==> src/rtl/dstrobe_pkg.sv <==
package dstrobe_pkg;

    localparam int WORD_W = 16;

    typedef enum logic [1:0] {
        ST_IDLE,
        ST_ACTIVE,
        ST_PAUSED,
        ST_ENDING
    } link_state_e;

    typedef struct packed {
        logic              hit;
        logic [WORD_W-1:0] word;
    } capture_t;

    // Spare words owed to the sender once ready is negated.
    function automatic logic [1:0] spare_words(input int unsigned since_edge,
                                               input int unsigned window);
        return (since_edge < window) ? 2'd1 : 2'd2;
    endfunction

endpackage

==> src/rtl/dstrobe_sync.sv <==
module dstrobe_sync #(
    parameter int W      = 17,
    parameter int STAGES = 2
) (
    input  logic         clk,
    input  logic         rst,
    input  logic [W-1:0] d_i,
    output logic [W-1:0] q_o
);
    logic [W-1:0] stg [STAGES];

    always_ff @(posedge clk) begin
        if (rst) stg[0] <= '0;
        else     stg[0] <= d_i;
    end

    for (genvar i = 1; i < STAGES; i++) begin : g_stage
        always_ff @(posedge clk) begin
            if (rst) stg[i] <= '0;
            else     stg[i] <= stg[i-1];
        end
    end

    assign q_o = stg[STAGES-1];
endmodule

==> src/rtl/dstrobe_edge.sv <==
module dstrobe_edge
    import dstrobe_pkg::*;
#(
    parameter int WINDOW = 6,
    parameter int CNT_W  = $clog2(WINDOW + 1)
) (
    input  logic              clk,
    input  logic              rst,
    input  logic              strb_s,
    input  logic [WORD_W-1:0] word_s,
    output capture_t          cap_o,
    output logic [CNT_W-1:0]  since_o
);
    logic             prev_q;
    logic [CNT_W-1:0] since_q;

    always_ff @(posedge clk) begin
        if (rst) begin
            prev_q  <= 1'b0;
            since_q <= CNT_W'(WINDOW);
        end else begin
            prev_q <= strb_s;
            if (strb_s != prev_q)
                since_q <= '0;
            else if (since_q != CNT_W'(WINDOW))
                since_q <= since_q + 1'b1;
        end
    end

    assign cap_o.hit  = strb_s ^ prev_q;
    assign cap_o.word = word_s;
    assign since_o    = since_q;

    // a capture restarts the edge-age counter
    p_since_restart_r1: assert property (@(posedge clk) disable iff (rst)
        cap_o.hit |=> since_o == '0);
endmodule

==> src/rtl/dstrobe_fifo.sv <==
module dstrobe_fifo #(
    parameter int DEPTH = 16,
    parameter int W     = 16,
    parameter int AW    = $clog2(DEPTH),
    parameter int CW    = $clog2(DEPTH + 1)
) (
    input  logic          clk,
    input  logic          rst,
    input  logic          push_i,
    input  logic [W-1:0]  data_i,
    input  logic          pop_ready_i,
    output logic          valid_o,
    output logic [W-1:0]  data_o,
    output logic [CW-1:0] free_o,
    output logic          full_o
);
    logic [W-1:0]  mem [DEPTH];
    logic [AW-1:0] wr_q, rd_q;
    logic [CW-1:0] cnt_q;
    logic          pop;

    function automatic logic [AW-1:0] bump(input logic [AW-1:0] p);
        return (p == AW'(DEPTH - 1)) ? '0 : p + 1'b1;
    endfunction

    assign valid_o = cnt_q != '0;
    assign full_o  = cnt_q == CW'(DEPTH);
    assign free_o  = CW'(DEPTH) - cnt_q;
    assign data_o  = mem[rd_q];
    assign pop     = valid_o && pop_ready_i;

    always_ff @(posedge clk) begin
        if (push_i) mem[wr_q] <= data_i;
    end

    always_ff @(posedge clk) begin
        if (rst) begin
            wr_q  <= '0;
            rd_q  <= '0;
            cnt_q <= '0;
        end else begin
            if (push_i) wr_q <= bump(wr_q);
            if (pop)    rd_q <= bump(rd_q);
            case ({push_i, pop})
                2'b10:   cnt_q <= cnt_q + 1'b1;
                2'b01:   cnt_q <= cnt_q - 1'b1;
                default: cnt_q <= cnt_q;
            endcase
        end
    end

    // the queue is never written while full
    p_no_push_full_r4: assert property (@(posedge clk) disable iff (rst)
        push_i |-> !full_o);
    // a held word stays put while not taken
    p_hold_word_r1: assert property (@(posedge clk) disable iff (rst)
        (valid_o && !pop_ready_i) |=> valid_o && $stable(data_o));
endmodule

==> src/rtl/dstrobe_ctrl.sv <==
module dstrobe_ctrl
    import dstrobe_pkg::*;
#(
    parameter int FREE_W     = 5,
    parameter int CNT_W      = 3,
    parameter int PAUSE_FREE = 3,
    parameter int WINDOW     = 6,
    parameter int RP_CYC     = 10,
    parameter int RPW        = $clog2(RP_CYC + 1)
) (
    input  logic              clk,
    input  logic              rst,
    input  logic              start_i,
    input  logic              finish_i,
    input  logic              cap_hit_i,
    input  logic [CNT_W-1:0]  since_i,
    input  logic [FREE_W-1:0] free_i,
    input  logic              full_i,
    output logic              push_o,
    output logic              req_o,
    output logic              rdy_n_o,
    output logic              overflow_o
);
    link_state_e    state_q, state_d;
    logic           got_word_q;
    logic [1:0]     allow_q, extra_q;
    logic [RPW-1:0] wait_q;
    logic           ovf_q;
    logic           in_flow, low_space, accept;

    assign in_flow   = state_q == ST_ACTIVE;
    assign low_space = free_i <= FREE_W'(PAUSE_FREE);
    assign accept    = cap_hit_i && !full_i && (in_flow || extra_q < allow_q);

    always_comb begin
        state_d = state_q;
        unique case (state_q)
            ST_IDLE:   if (start_i) state_d = ST_ACTIVE;
            ST_ACTIVE: begin
                if (finish_i)                      state_d = ST_ENDING;
                else if (got_word_q && low_space)  state_d = ST_PAUSED;
            end
            ST_PAUSED: begin
                if (finish_i)        state_d = ST_ENDING;
                else if (!low_space) state_d = ST_ACTIVE;
            end
            ST_ENDING: if (wait_q == RPW'(RP_CYC - 1)) state_d = ST_IDLE;
            default:   state_d = ST_IDLE;
        endcase
    end

    always_ff @(posedge clk) begin
        if (rst) begin
            state_q    <= ST_IDLE;
            got_word_q <= 1'b0;
            allow_q    <= 2'd0;
            extra_q    <= 2'd0;
            wait_q     <= '0;
            ovf_q      <= 1'b0;
        end else begin
            state_q <= state_d;
            if (cap_hit_i && !in_flow && extra_q != 2'd3)
                extra_q <= extra_q + 1'b1;
            if (state_q == ST_IDLE && start_i) begin
                extra_q    <= 2'd0;
                got_word_q <= 1'b0;
            end
            if (in_flow && state_d != ST_ACTIVE) begin
                allow_q <= spare_words(int'(since_i), WINDOW);
                extra_q <= 2'd0;
            end
            if (state_q == ST_PAUSED && state_d == ST_ACTIVE)
                extra_q <= 2'd0;
            if (in_flow && accept)
                got_word_q <= 1'b1;
            if (state_q == ST_ENDING) wait_q <= wait_q + 1'b1;
            else                      wait_q <= '0;
            if (cap_hit_i && !accept)
                ovf_q <= 1'b1;
        end
    end

    assign push_o     = accept;
    assign req_o      = state_q != ST_IDLE;
    assign rdy_n_o    = state_q != ST_ACTIVE;
    assign overflow_o = ovf_q;

    // no pause before the first word of a burst
    p_no_early_pause_r2: assert property (@(posedge clk) disable iff (rst)
        (in_flow && !got_word_q && !finish_i) |=> state_q == ST_ACTIVE);
    // request drops only after ready was already negated
    p_ready_before_req_r8: assert property (@(posedge clk) disable iff (rst)
        $fell(req_o) |-> (rdy_n_o && $past(rdy_n_o)));
    // silence on the strobe never ends an active burst
    p_keep_request_r6: assert property (@(posedge clk) disable iff (rst)
        (in_flow && !finish_i) |=> req_o);
    // overflow is sticky
    p_sticky_ovf_r9: assert property (@(posedge clk) disable iff (rst)
        overflow_o |=> overflow_o);
    // at most two spare words ever follow a negated ready
    p_spare_bound_r4: assert property (@(posedge clk) disable iff (rst)
        (!in_flow && push_o) |-> extra_q < 2'd2);
endmodule

==> src/rtl/dstrobe_rx.sv <==
module dstrobe_rx
    import dstrobe_pkg::*;
#(
    parameter int DEPTH       = 16,
    parameter int SYNC_STAGES = 2,
    parameter int WINDOW_CYC  = 6,
    parameter int RP_CYC      = 10,
    parameter int PAUSE_FREE  = 3
) (
    input  logic              clk,
    input  logic              rst,
    input  logic              start_i,
    input  logic              finish_i,
    input  logic              strb_i,
    input  logic [WORD_W-1:0] dd_i,
    output logic              req_o,
    output logic              rdy_n_o,
    output logic              out_valid_o,
    output logic [WORD_W-1:0] out_data_o,
    input  logic              out_ready_i,
    output logic              overflow_o
);
    localparam int FREE_W = $clog2(DEPTH + 1);
    localparam int CNT_W  = $clog2(WINDOW_CYC + 1);

    logic [WORD_W:0]   synced;
    capture_t          cap;
    logic [CNT_W-1:0]  since;
    logic [FREE_W-1:0] free;
    logic              full, push;

    dstrobe_sync #(.W(WORD_W + 1), .STAGES(SYNC_STAGES)) u_sync (
        .clk (clk),
        .rst (rst),
        .d_i ({strb_i, dd_i}),
        .q_o (synced)
    );

    dstrobe_edge #(.WINDOW(WINDOW_CYC), .CNT_W(CNT_W)) u_edge (
        .clk     (clk),
        .rst     (rst),
        .strb_s  (synced[WORD_W]),
        .word_s  (synced[WORD_W-1:0]),
        .cap_o   (cap),
        .since_o (since)
    );

    dstrobe_fifo #(.DEPTH(DEPTH), .W(WORD_W), .CW(FREE_W)) u_fifo (
        .clk         (clk),
        .rst         (rst),
        .push_i      (push),
        .data_i      (cap.word),
        .pop_ready_i (out_ready_i),
        .valid_o     (out_valid_o),
        .data_o      (out_data_o),
        .free_o      (free),
        .full_o      (full)
    );

    dstrobe_ctrl #(
        .FREE_W     (FREE_W),
        .CNT_W      (CNT_W),
        .PAUSE_FREE (PAUSE_FREE),
        .WINDOW     (WINDOW_CYC),
        .RP_CYC     (RP_CYC)
    ) u_ctrl (
        .clk        (clk),
        .rst        (rst),
        .start_i    (start_i),
        .finish_i   (finish_i),
        .cap_hit_i  (cap.hit),
        .since_i    (since),
        .free_i     (free),
        .full_i     (full),
        .push_o     (push),
        .req_o      (req_o),
        .rdy_n_o    (rdy_n_o),
        .overflow_o (overflow_o)
    );
endmodule

==> config.mk <==
export PLATFORM = sky130hd
export DESIGN_NAME = dstrobe_rx
export DESIGN_NICKNAME = d
export VERILOG_FILES = /design/src/rtl/dstrobe_pkg.sv /design/src/rtl/dstrobe_sync.sv /design/src/rtl/dstrobe_edge.sv /design/src/rtl/dstrobe_fifo.sv /design/src/rtl/dstrobe_ctrl.sv /design/src/rtl/dstrobe_rx.sv
export SDC_FILE = /design/constraint.sdc
export NUM_CORES = 1
export LEC_CHECK = 0
export BUFFER_PORTS_ARGS = -buffer_cell sky130_fd_sc_hd__buf_2
export CAP_MARGIN = 20
export CORE_MARGIN = 4
export CORE_UTILIZATION = 60
export CTS_CLUSTER_SIZE = 30
export DETAILED_ROUTE_END_ITERATION = 8
export PLACE_DENSITY = 0.81
export SKIP_CTS_REPAIR_TIMING = 1
export SYNTH_ARGS = -nofsm -noshare
export SYNTH_HDL_FRONTEND = slang
export SYNTH_HIERARCHICAL = 1
export SYNTH_SLANG_ARGS = --single-unit
==> constraint.sdc <==
create_clock -name clk -period 3.95 [get_ports clk]
set_input_delay 0 -clock clk [delete_from_list [all_inputs] [get_ports clk]]
set_output_delay 0 -clock clk [all_outputs]
set_load 0.02 [all_outputs]
==> metrics.txt <==
violation count after the first detailed-routing iteration=around 600; HP Class=primary input to flop; CTS H-Tree Depth=1; source of the worst register-to-register timing path=u_fifo/cnt_q[1]$_SDFFE_PP0P_; portion of the clock cycle consumed by the worst path in the final layout=89.29%; RSZ-0062 raised after global routing=no; mean instance size in the synthesized netlist=19.60 um^2; root buffer cell=sky130_fd_sc_hd__clkbuf_16; DR vias=6177; series of cell instances along the critical path=inv_1, ha_1, nor3b_1, ha_1, nand2b_1, a21oi_2, inv_1, ha_1, xor2_1, ha_1, and3b_1, o21ai_0, a31oi_1, mux2_2; Mapped Area=between 10000 and 15000 um^2; worst skew pair latency=about 0.55 ns; largest stage delay on the critical path=approximately 0.46 ns; starting utilization of the core area=roughly three fifths; TritonCTS buffer count=30; Std-Cell Rows=52; total power per unit cell area=between 500 and 600 nW/um^2; CP max-delay cell=sky130_fd_sc_hd__dfxtp_1; data arrival time of the critical path=3.96 ns; crit-path max FO=8; post-DP HPWL=14.69 mm; worst-case headroom to the max-slew limit=approximately a third; final period demand of the worst path=3.527 ns; reg2reg path depth=14; destination of the critical timing path=u_fifo/cnt_q[4]$_SDFFE_PP0P_; Final Instance Count excl. Fillers=1008; PnR worst setup slack=between 0.4 and 0.5 ns; register area=approximately 9000 um^2; residual antenna-violating net count after detailed routing=0; type of destination of the critical path=flop; Worst VDD drop=379.4 uV; crit path from=u_fifo/cnt_q[1]$_SDFFE_PP0P_; number of warning messages in the yosys log=6; number of max-slew violations in the final report=0; maximum clock insertion buffer count=3; syn_nets=682; n_diodes=0; max_cap viols=0; post-place setup slack=0.3466 ns; post-layout instance area=14180 um^2; Finished Core Util=69.18%; first-pass GRT wire length=38.41 mm; leakage dissipation=about 4.8 nW; buffering stage count on the worst path with inverters included=2; RePlAce Congestion=0.7493; Worst Tran Pin Value=between 1 and 1.5 ns; placed instance count=931; worst setup path class=flop to flop; die area=approximately 23000 um^2; WP data required=about 4.4 ns; final count of hold timing violations=0; area occupied by multi-input gates=3254 um^2; routed wire length=25.38 mm; maximum number of pins on one net before global-route repair=63; chip width=about 150 um; number of buffers inserted by port buffering=41; post-synthesis instance total=645; Placeable Area=20490 um^2; I/O pin count=42; kind of cell with the highest combined delay on the critical path=adder cells; clock skew after layout=0.01242 ns; result of the run=finished, final reports clean; clock tree from TritonCTS=done; WHS=0.1284 ns; CTS Sinks=between 300 and 400; number of remaining DRC errors=0; gr usage total=between 20 and 25%; NumNets Final=751; Most Frequent Cell on Critical Path=sky130_fd_sc_hd__ha_1; chip height=153.1 um; Reg clk slew, reported paths=approximately 0.06 ns; initial antenna violation count=0; total power draw=7.581 mW; area post-placement=13020 um^2; Finish-stage setup viols=0; worst setup slack for register-to-register paths=~0.42 ns; Worst R2R End=u_fifo/cnt_q[4]$_SDFFE_PP0P_; Area growth syn-to-layout=12.17%; count of TritonRoute iterations in the first routing pass=5; total of fill cells in the finished design=around 1200; ratio of routed vias to standard cells=6.128; proportion of layout cells with a drive suffix above 1=between 20% and 30%; Crit. path cell count=14; timing-limited maximum frequency=roughly 0.28 GHz; sort of element at the start of the critical path=flop; vias in the first global route=between 6000 and 7000; Sum Neg Setup Slack=0 ns; DR WL/cell=roughly 25 um; total overflow reported by the global router=0
-- flip-flops by register name, indices dropped and copies added, names as in the netlist, named ones only --
register and cells:
u_ctrl/allow_q 2, u_edge/prev_q 1, u_ctrl/extra_q 2, u_fifo/cnt_q 5
u_ctrl/state_q 2, u_edge/since_o 3, u_ctrl/got_word_q 1, u_ctrl/overflow_o 1
u_fifo/mem 256, u_sync/stg 34, u_fifo/rd_q 4, u_ctrl/wait_q 4
u_fifo/wr_q 4
-- final cells by class --
class | count | area share, %
Multi-Input combinational cell | 266 | 22.95
Tap cell | 270 | 2.383
Timing Repair Buffer | 78 | 3.866
Clock buffer | 39 | 5.975
Sequential cell | 323 | 63.72
Clock inverter | 17 | 0.7060
Inverter | 15 | 0.3971
-- report_power, final --
| part | internal, mW | switching (mW) | total (mW) |
|---|---|---|---|
| clock | 1.57 | 1.18 | 2.74 |
| combinational | 0.519 | 0.447 | 0.966 |
| sequential | 3.72 | 0.157 | 3.87 |
| total | 5.80 | 1.78 | 7.58 |
-- cell usage in the layout, fill, tap and decap left out, drive strengths merged, types with 5 or more instances in the layout --
master / n
o21ai: 8
xnor2: 5
edfxtp: 256
and2b: 5
clkinv: 16
xor2: 7
buf: 57
nand2: 8
nor3b: 5
a21oi: 13
nand3: 6
clkbuf: 39
dfxtp: 67
ha: 15
dlygate4sd3: 21
nor2: 21
nor2b: 34
and2: 16
inv: 15
mux4: 80
-- worst min path at each step --
stage | start | endpoint | slack [ns] | cells after the start
5_1_grt | rst | u_sync/stg[1][9]$_SDFF_PP0_ | 0.18 | 2
3_5_place_dp | dd_i[14] | u_sync/stg[0][14]$_SDFF_PP0_ | 0.22 | 2
6_report | rst | u_sync/stg[0][14]$_SDFF_PP0_ | 0.13 | 2
3_3_place_gp | dd_i[8] | u_sync/stg[0][8]$_SDFF_PP0_ | 0.21 | 2
4_1_cts | dd_i[14] | u_sync/stg[0][14]$_SDFF_PP0_ | -0.34 | 2
2_1_floorplan | rst | u_ctrl/allow_q[1]$_SDFFE_PP0P_ | 0.06 | 1
-- per-layer routing --
metal | vias to the layer above | share of wire [%] | GRT usage (%)
li1 | 2694 | - | -
met1 | 3177 | 40 | 31.10
met2 | 268 | 50 | 35.12
met3 | 38 | 7.5 | 4.269
met4 | 0 | 1.8 | 4.837
met5 | - | 0 | 0
-- worst register-to-register path, stage by stage (launching register included) --
cell and delay [ns]:
sky130_fd_sc_hd__dfxtp_1 0.46, sky130_fd_sc_hd__inv_1 0.09, sky130_fd_sc_hd__ha_1 0.22, sky130_fd_sc_hd__nor3b_1 0.16, sky130_fd_sc_hd__ha_1 0.22, sky130_fd_sc_hd__nand2b_1 0.20, sky130_fd_sc_hd__a21oi_2 0.27, sky130_fd_sc_hd__inv_1 0.19
sky130_fd_sc_hd__ha_1 0.35, sky130_fd_sc_hd__xor2_1 0.25, sky130_fd_sc_hd__ha_1 0.23, sky130_fd_sc_hd__and3b_1 0.16, sky130_fd_sc_hd__o21ai_0 0.07, sky130_fd_sc_hd__a31oi_1 0.20, sky130_fd_sc_hd__mux2_2 0.35
(Power assumes the default switching activity.)
